$ cat src/rtl/ccu_pkg.sv
package ccu_pkg;
  // register addresses
  localparam logic [2:0] A_CTL  = 3'd0;
  localparam logic [2:0] A_CFG  = 3'd1;
  localparam logic [2:0] A_NVAL = 3'd2;
  localparam logic [2:0] A_MVAL = 3'd3;
  localparam logic [2:0] A_DVAL = 3'd4;

  // control register bits
  localparam int B_UPD   = 0;
  localparam int B_FORCE = 1;
  localparam int B_DIRTY = 4;   // four flags: cfg, N, M, D
  localparam int B_OFF   = 31;

  // configuration register fields
  localparam int SRC_LSB  = 8;
  localparam int MODE_LSB = 12;
  localparam int HWC_BIT  = 20;

  // dirty vector index
  localparam int DI_CFG = 0;    // N, M, D follow at 1..3

  typedef enum logic [1:0] {
    SQ_IDLE  = 2'd0,
    SQ_SYNC  = 2'd1,
    SQ_ALIGN = 2'd2
  } seq_st_e;
endpackage

$ cat src/rtl/ccu_shadow.sv
module ccu_shadow
  import ccu_pkg::*;
#(
  parameter int HID_W = 5,
  parameter int MND_W = 8
) (
  input  logic                  clk,
  input  logic                  rst_n,
  input  logic                  wr_ok,
  input  logic [2:0]            addr,
  input  logic [HID_W-1:0]      w_div,
  input  logic [2:0]            w_src,
  input  logic [1:0]            w_mode,
  input  logic                  w_hwc,
  input  logic [MND_W-1:0]      w_val,
  input  logic                  commit,
  output logic [HID_W-1:0]      sh_div,
  output logic [2:0]            sh_src,
  output logic [1:0]            sh_mode,
  output logic                  sh_hwc,
  output logic [2:0][MND_W-1:0] sh_mnd,
  output logic [3:0]            dirty
);
  logic [HID_W-1:0] div_q, div_d;
  logic [2:0]       src_q, src_d;
  logic [1:0]       mode_q, mode_d;
  logic             hwc_q, hwc_d;
  logic             cdirty_q, cdirty_d;
  logic             cfg_wr;

  assign cfg_wr = wr_ok && (addr == A_CFG);

  always_comb begin
    div_d    = div_q;
    src_d    = src_q;
    mode_d   = mode_q;
    hwc_d    = hwc_q;
    cdirty_d = cdirty_q;
    if (commit) cdirty_d = 1'b0;
    if (cfg_wr) begin
      div_d    = w_div;
      src_d    = w_src;
      mode_d   = w_mode;
      hwc_d    = w_hwc;
      cdirty_d = 1'b1;
    end
  end

  always_ff @(posedge clk or negedge rst_n) begin
    if (!rst_n) begin
      div_q    <= '0;
      src_q    <= '0;
      mode_q   <= '0;
      hwc_q    <= 1'b0;
      cdirty_q <= 1'b0;
    end else begin
      div_q    <= div_d;
      src_q    <= src_d;
      mode_q   <= mode_d;
      hwc_q    <= hwc_d;
      cdirty_q <= cdirty_d;
    end
  end

  assign sh_div       = div_q;
  assign sh_src       = src_q;
  assign sh_mode      = mode_q;
  assign sh_hwc       = hwc_q;
  assign dirty[DI_CFG] = cdirty_q;

  // N, M, D share one structure, addresses A_NVAL + g
  for (genvar g = 0; g < 3; g++) begin : g_val
    localparam logic [2:0] MY_ADDR = A_NVAL + 3'(g);
    logic [MND_W-1:0] val_q, val_d;
    logic             dq, dd;
    logic             hit;

    assign hit = wr_ok && (addr == MY_ADDR);

    always_comb begin
      val_d = val_q;
      dd    = dq;
      if (commit) dd = 1'b0;
      if (hit) begin
        val_d = w_val;
        dd    = 1'b1;
      end
    end

    always_ff @(posedge clk or negedge rst_n) begin
      if (!rst_n) begin
        val_q <= '0;
        dq    <= 1'b0;
      end else begin
        val_q <= val_d;
        dq    <= dd;
      end
    end

    assign sh_mnd[g]  = val_q;
    assign dirty[g+1] = dq;
  end
endmodule

$ cat src/rtl/ccu_active.sv
module ccu_active #(
  parameter int HID_W = 5,
  parameter int MND_W = 8
) (
  input  logic                  clk,
  input  logic                  rst_n,
  input  logic                  commit,
  input  logic [3:0]            dirty,
  input  logic [HID_W-1:0]      sh_div,
  input  logic [2:0]            sh_src,
  input  logic [1:0]            sh_mode,
  input  logic                  sh_hwc,
  input  logic [2:0][MND_W-1:0] sh_mnd,
  output logic [HID_W-1:0]      act_div,
  output logic [2:0]            act_src,
  output logic [1:0]            act_mode,
  output logic                  act_hwc,
  output logic [2:0][MND_W-1:0] act_mnd
);
  logic [HID_W-1:0] div_q;
  logic [2:0]       src_q;
  logic [1:0]       mode_q;
  logic             hwc_q;
  logic             cfg_en;

  // clock enable: only dirty registers are transferred
  assign cfg_en = commit && dirty[0];

  always_ff @(posedge clk or negedge rst_n) begin
    if (!rst_n) begin
      div_q  <= '0;
      src_q  <= '0;
      mode_q <= '0;
      hwc_q  <= 1'b0;
    end else if (cfg_en) begin
      div_q  <= sh_div;
      src_q  <= sh_src;
      mode_q <= sh_mode;
      hwc_q  <= sh_hwc;
    end
  end

  assign act_div  = div_q;
  assign act_src  = src_q;
  assign act_mode = mode_q;
  assign act_hwc  = hwc_q;

  for (genvar g = 0; g < 3; g++) begin : g_val
    logic [MND_W-1:0] val_q;
    logic             en;
    assign en = commit && dirty[g+1];
    always_ff @(posedge clk or negedge rst_n) begin
      if (!rst_n)  val_q <= '0;
      else if (en) val_q <= sh_mnd[g];
    end
    assign act_mnd[g] = val_q;
  end
endmodule

$ cat src/rtl/ccu_seq.sv
module ccu_seq
  import ccu_pkg::*;
#(
  parameter int SYNC_CYC = 2
) (
  input  logic clk,
  input  logic rst_n,
  input  logic start,
  input  logic root_off,
  input  logic out_edge,
  output logic busy,
  output logic commit
);
  localparam int CW = (SYNC_CYC < 2) ? 1 : $clog2(SYNC_CYC);

  seq_st_e       st_q, st_d;
  logic [CW-1:0] cnt_q, cnt_d;

  // a stopped root has no boundary to wait for
  assign commit = (st_q == SQ_ALIGN) && (out_edge || root_off);

  always_comb begin
    st_d  = st_q;
    cnt_d = cnt_q;
    case (st_q)
      SQ_IDLE: begin
        if (start) begin
          st_d  = SQ_SYNC;
          cnt_d = '0;
        end
      end
      SQ_SYNC: begin
        if (cnt_q == CW'(SYNC_CYC - 1)) st_d = SQ_ALIGN;
        else                            cnt_d = cnt_q + 1'b1;
      end
      SQ_ALIGN: begin
        if (commit) st_d = SQ_IDLE;
      end
      default: st_d = SQ_IDLE;
    endcase
  end

  always_ff @(posedge clk or negedge rst_n) begin
    if (!rst_n) begin
      st_q  <= SQ_IDLE;
      cnt_q <= '0;
    end else begin
      st_q  <= st_d;
      cnt_q <= cnt_d;
    end
  end

  assign busy = (st_q != SQ_IDLE);
endmodule

$ cat src/rtl/ccu_root.sv
module ccu_root #(
  parameter int ON_LAT = 3
) (
  input  logic clk,
  input  logic rst_n,
  input  logic force_en,
  input  logic clk_req,
  output logic root_en,
  output logic root_off
);
  localparam int CW = $clog2(ON_LAT + 1);

  logic          req;
  logic [CW-1:0] cnt_q, cnt_d;
  logic          off_d, en_d;
  logic          en_q, off_q;

  assign req = force_en || clk_req;

  always_comb begin
    en_d  = req;
    off_d = !(req && (cnt_q == CW'(ON_LAT)));
    if (!req)                       cnt_d = '0;
    else if (cnt_q == CW'(ON_LAT))  cnt_d = cnt_q;
    else                            cnt_d = cnt_q + 1'b1;
  end

  always_ff @(posedge clk or negedge rst_n) begin
    if (!rst_n) begin
      cnt_q <= '0;
      en_q  <= 1'b0;
      off_q <= 1'b1;
    end else begin
      cnt_q <= cnt_d;
      en_q  <= en_d;
      off_q <= off_d;
    end
  end

  assign root_en  = en_q;
  assign root_off = off_q;
endmodule

$ cat src/rtl/clkgen_cfg_ctrl.sv
module clkgen_cfg_ctrl
  import ccu_pkg::*;
#(
  parameter int HID_W    = 5,
  parameter int MND_W    = 8,
  parameter int SYNC_CYC = 2,
  parameter int ON_LAT   = 3
) (
  input  logic             clk,
  input  logic             rst_n,
  input  logic             bus_wr,
  input  logic [2:0]       bus_addr,
  input  logic [31:0]      bus_wdata,
  output logic [31:0]      bus_rdata,
  input  logic             clk_req_i,
  input  logic             out_edge_i,
  output logic             root_en_o,
  output logic [2:0]       act_src_o,
  output logic [HID_W-1:0] act_div_o,
  output logic [1:0]       act_mode_o,
  output logic             act_hwc_o,
  output logic [MND_W-1:0] act_n_o,
  output logic [MND_W-1:0] act_m_o,
  output logic [MND_W-1:0] act_d_o
);
  logic                  busy, commit, root_off;
  logic                  ctl_wr, start, wr_ok;
  logic                  force_q, force_d;
  logic [3:0]            dirty;
  logic [HID_W-1:0]      sh_div;
  logic [2:0]            sh_src;
  logic [1:0]            sh_mode;
  logic                  sh_hwc;
  logic [2:0][MND_W-1:0] sh_mnd;
  logic [2:0][MND_W-1:0] act_mnd;
  logic                  unused_wdata;

  assign unused_wdata = ^bus_wdata;

  assign ctl_wr = bus_wr && (bus_addr == A_CTL);
  assign start  = ctl_wr && bus_wdata[B_UPD] && !busy;
  assign wr_ok  = bus_wr && !busy;

  always_comb begin
    force_d = force_q;
    if (ctl_wr) force_d = bus_wdata[B_FORCE];
  end

  always_ff @(posedge clk or negedge rst_n) begin
    if (!rst_n) force_q <= 1'b0;
    else        force_q <= force_d;
  end

  ccu_shadow #(.HID_W(HID_W), .MND_W(MND_W)) u_shadow (
    .clk    (clk),
    .rst_n  (rst_n),
    .wr_ok  (wr_ok),
    .addr   (bus_addr),
    .w_div  (bus_wdata[HID_W-1:0]),
    .w_src  (bus_wdata[SRC_LSB +: 3]),
    .w_mode (bus_wdata[MODE_LSB +: 2]),
    .w_hwc  (bus_wdata[HWC_BIT]),
    .w_val  (bus_wdata[MND_W-1:0]),
    .commit (commit),
    .sh_div (sh_div),
    .sh_src (sh_src),
    .sh_mode(sh_mode),
    .sh_hwc (sh_hwc),
    .sh_mnd (sh_mnd),
    .dirty  (dirty)
  );

  ccu_seq #(.SYNC_CYC(SYNC_CYC)) u_seq (
    .clk     (clk),
    .rst_n   (rst_n),
    .start   (start),
    .root_off(root_off),
    .out_edge(out_edge_i),
    .busy    (busy),
    .commit  (commit)
  );

  ccu_root #(.ON_LAT(ON_LAT)) u_root (
    .clk     (clk),
    .rst_n   (rst_n),
    .force_en(force_q),
    .clk_req (clk_req_i),
    .root_en (root_en_o),
    .root_off(root_off)
  );

  ccu_active #(.HID_W(HID_W), .MND_W(MND_W)) u_active (
    .clk     (clk),
    .rst_n   (rst_n),
    .commit  (commit),
    .dirty   (dirty),
    .sh_div  (sh_div),
    .sh_src  (sh_src),
    .sh_mode (sh_mode),
    .sh_hwc  (sh_hwc),
    .sh_mnd  (sh_mnd),
    .act_div (act_div_o),
    .act_src (act_src_o),
    .act_mode(act_mode_o),
    .act_hwc (act_hwc_o),
    .act_mnd (act_mnd)
  );

  assign act_n_o = act_mnd[0];
  assign act_m_o = act_mnd[1];
  assign act_d_o = act_mnd[2];

  always_comb begin
    bus_rdata = '0;
    case (bus_addr)
      A_CTL: begin
        bus_rdata[B_UPD]          = busy;
        bus_rdata[B_FORCE]        = force_q;
        bus_rdata[B_DIRTY +: 4]   = dirty;
        bus_rdata[B_OFF]          = root_off;
      end
      A_CFG: begin
        bus_rdata[HID_W-1:0]      = sh_div;
        bus_rdata[SRC_LSB +: 3]   = sh_src;
        bus_rdata[MODE_LSB +: 2]  = sh_mode;
        bus_rdata[HWC_BIT]        = sh_hwc;
      end
      A_NVAL:  bus_rdata[MND_W-1:0] = sh_mnd[0];
      A_MVAL:  bus_rdata[MND_W-1:0] = sh_mnd[1];
      A_DVAL:  bus_rdata[MND_W-1:0] = sh_mnd[2];
      default: bus_rdata = '0;
    endcase
  end
endmodule

$ cat config.mk
export PLATFORM = sky130hd
export DESIGN_NAME = clkgen_cfg_ctrl
export DESIGN_NICKNAME = d
export VERILOG_FILES = /design/src/rtl/ccu_pkg.sv /design/src/rtl/ccu_shadow.sv /design/src/rtl/ccu_active.sv /design/src/rtl/ccu_seq.sv /design/src/rtl/ccu_root.sv /design/src/rtl/clkgen_cfg_ctrl.sv
export SDC_FILE = /design/constraint.sdc
export NUM_CORES = 1
export LEC_CHECK = 0
export ABC_AREA = 1
export BUFFER_PORTS_ARGS = -buffer_cell sky130_fd_sc_hd__buf_2
export CAP_MARGIN = 20
export CORE_MARGIN = 5
export CORE_UTILIZATION = 47
export CTS_CLUSTER_DIAMETER = 60
export CTS_CLUSTER_SIZE = 10
export DETAILED_ROUTE_END_ITERATION = 12
export PLACE_DENSITY = 0.73
export SETUP_SLACK_MARGIN = 0.1
export SYNTH_ARGS = -nofsm -noshare
export SYNTH_HDL_FRONTEND = slang
export SYNTH_SLANG_ARGS = --single-unit
$ cat constraint.sdc
create_clock -name clk -period 1.6 [get_ports clk]
set_input_delay 0.16 -clock clk [delete_from_list [all_inputs] [get_ports clk]]
set_output_delay 0.16 -clock clk [all_outputs]
set_load 0.05 [all_outputs]
==> run summary <==
## Status
* **run status** finished clean

## Finish
* **area added between synthesis and finish** 20.60%
* **post-layout instance count excluding filler cells** 616
* **Layout Nets** 550
* **antenna diode count** 0
* **leading cell type in the layout, fill and taps excluded** nand2_1
* **commonest non-fill, non-tap cells in the layout** nand2_1, dfrtp_1, buf_2
* **fraction of final layout cells sized beyond drive strength 1** 30.35%

## Worst setup path
* **kind of start point of the critical path** register
* **Worst Path Arrival** 1.37 ns
* **Worst EP required** 1.44 ns
* **capturing element type of the critical path** primary output
* **worst setup path category** register to primary output
* **critical path fanouts, max** 2

## Power and ir drop
* **worst voltage drop across the vdd grid** 983.6 uV
* **internal power of the cells** 0.004229 W
* **Switching Fraction** 45.82%
* **Total Power Consumption** 0.007805 W
* **Pwr Density** 1730 nW/um^2
* **clock power share** 18.3%
* **Net Switching** 0.003577 W
* **portion of total power attributed to combinational logic** 41.6%
* **Pleak** 2.493 nW
* **share of power burned in registers** 40.0%

## Detailed routing
* **number of DRC violations after detailed-routing iteration 0** 190
* **wire length on met3** 593 um
* **WL per Instance** 13.82 um
* **via count** 2938
* **routed vias/inst** 4.769
* **Met1 Wirelength** 3524 um
* **drt first pass iters** 4
* **Antenna Violating Nets Remaining** 0
* **top layer in use** met4
* **residual DRC count** 0
* **total detailed-routing wirelength** 8511 um
* **total length of routed met2 wires** 4198 um

## Timing
* **setup repair after global routing missed its margin** yes
* **Final Max Tran Viols** 0
* **post-route fraction of the period consumed by the critical path** 95.63%
* **time the final worst path needs with I/O delays and setup** 1.530 ns
* **endpoints failing hold** 0
* **Total Negative Setup Slacks** 0 ns
* **highest achievable clock rate** 653.6 MHz
* **Setup violations, final** 0
* **worst setup margin** 0.06999 ns
* **final clock skew** 0.006709 ns

## Place
* **worst setup slack before clock tree synthesis** 0.08887 ns
* **count of placed standard cells including taps** 588
* **Port-buffer cells** 72
* **placed wire-length estimate after detailed placement** 6220 um
* **routability-driven placement congestion ratio** 0.8092

## Clocking
* **number of buffers created by CTS** 9
* **clock tree from TritonCTS** built
* **# H-tree levels** 3
* **maximum clock insertion buffer count** 2
* **Clk Tree Root Cell** clkbuf_8
* **total clock sinks** 82
* **clock network latency to the later pin of the worst-skew pair** 0.35 ns
* **clock edge transition at the registers on the reported setup and hold paths** 0.08 ns

## Worst hold path
* **class of the worst hold path** input port to register

## Synth
* **flip-flop and latch count after synthesis** 82
* **most area-hungry cell type in the Yosys netlist** dfrtp_1
* **post-synth cell types** 30
* **cell area after synthesis** 3741 um^2
* **register area share after synthesis** 54.88%
* **synth top area cells** dfrtp_1, nand2_1, o21ai_2, inv_1, buf_4
* **per-instance average area after synthesis** 8.971 um^2
* **yosys warns** 0
* **gate count after technology mapping** 417
* **top cell type's share of synthesized area** 54.18%

## Floorplan
* **Die X-Extent** 99.22 um
* **Initial Utilization** 48.41%
* **core area** 7727 um^2
* **# rows** 32
* **die boundary height** 99.22 um
* **die outline area** 9844 um^2
* **I/O pin cnt** 108

## Global route
* **antenna violations before repair** 0
* **first-pass GRT wire length** 14040 um
* **GRT Util Overall** 18.29%
* **GR Overflow Total** 0
* **largest net degree at the start of global routing** 40
* **number of global-route vias before repair** 2970

## Flow run
* **MaxCap Viol Count** 0

==> logic make-up after synthesis <==
family / Yosys count / share of synthesized area [%]
buffers and inverters: 64 / 9.364
XOR/XNOR: 1 / 0.2342
AO/OA/AOI/OAI: 55 / 10.17
other: 1 / 0.1002
flip-flops: 82 / 54.88
adder cells (fa/ha/maj): 1 / 0.3344
AND/OR/NAND/NOR: 213 / 24.92
==> Yosys cell counts <==
library cell  number
a21oi_1            1
a21oi_4            1
buf_4             17
buf_6              5
clkinv_2           1
conb_1             1
dfrtp_1           81
dfstp_2            1
ha_1               1
inv_1             37
inv_2              3
inv_8              1
nand2_1          163
nand2_2            5
nand2_4            3
nand2_8            1
nand3_1           12
nand3_2            1
nand3_4            1
nand4_1            6
nor2_1            18
nor2_2             1
nor2_8             1
nor3_4             1
o21ai_0           15
o21ai_1           12
o21ai_2           24
o21bai_1           1
o22ai_1            1
xor2_1             1
==> flip-flops by register name (all words and copies together) (netlist names) <==
name,cells
u_seq.cnt_q,1
u_seq.st_q,2
u_shadow.sh_mode,2
u_root.root_en,1
force_q,1
u_shadow.cdirty_q,1
u_root.root_off,1
u_active.act_hwc,1
u_active.act_div,5
u_active.act_src,3
u_shadow.sh_div,5
u_shadow.g_val.val_q,24
u_active.act_mode,2
u_shadow.sh_hwc,1
u_shadow.g_val.dq,3
u_root.cnt_q,2
u_active.g_val.val_q,24
u_shadow.sh_src,3
==> metal layers <==
| layer | vias up | track usage, % |
|---|---|---|
| met1 | 1368 | 22.84 |
| met4 | 0 | 7.773 |
| met5 | - | 0 |
| met2 | 94 | 30.37 |
| met3 | 18 | 4.418 |
| li1 | 1458 | - |
==> critical path, cell delays in order, from the launching register on <==
cell     delay, ns
dfrtp_1       0.40
inv_2         0.07
nand2_2       0.06
nand3_2       0.07
o21ai_2       0.06
nor2_1        0.10
nand2_1       0.09
buf_6         0.16
==> worst paths after layout <==
kind | end | slack [ns] | cells after the start | from
max | bus_rdata[0] | 0.07 | 7 | u_seq.st_q[1]$_DFFE_PN0P_
min | u_shadow.sh_src[0]$_DFFE_PN0P_ | 0.04 | 3 | bus_wdata[8]
max reg2reg | u_active.g_val[2].val_q[5]$_DFFE_PN0P_ | 0.20 | 8 | u_seq.st_q[1]$_DFFE_PN0P_
min reg2reg | u_shadow.sh_src[0]$_DFFE_PN0P_ | 0.48 | 2 | u_shadow.sh_src[0]$_DFFE_PN0P_
max in group asynchronous | u_active.g_val[0].val_q[6]$_DFFE_PN0P_ | 0.76 | 3 | rst_n
min in group asynchronous | u_active.act_src[0]$_DFFE_PN0P_ | 0.18 | 2 | rst_n
==> final cells by class <==
cell class | instances | area, um^2
clock buffer | 11 | 131.4
clock inverter | 5 | 55.05
fill | 717 | 3216
inverter | 42 | 166.4
multi-input combinational | 287 | 1428
sequential | 82 | 2053
tap | 102 | 127.6
timing repair buffer | 87 | 550.5
==> power by group through the flow <==
stage | logic, W | clock network [W] | registers, W
CTS | 0.00323 | 0.00147 | 0.00313
detailed placement | 0.00317 | 0 | 0.00316
finish | 0.00325 | 0.00143 | 0.00312
global route | 0.00349 | 0.00157 | 0.00322
global placement | 0.00312 | 0 | 0.00314
floorplan | 0.00105 | 0 | 0.00452
==> repair_timing <==
item	4_1_cts	5_1_grt
gates resized for setup	13	14
pin swaps	3	7
endpoints found under the setup margin	18	57
hold endpoints to repair	82	0
buffers inserted	3	8
hold buffers	1	0
==> per-stage QoR <==
stage	instance area [um^2]	hold slack (ns)	utilization, %
after floorplan	3801	-0.1356	-
after global placement	4143	0.006820	53.61
after detailed placement	4143	0.008840	53.61
after CTS	4393	0.02398	56.85
after global routing	4512	0.03494	58.39
final	4512	0.03666	58.39
No activity file was read; power rests on OpenSTA's default activity.
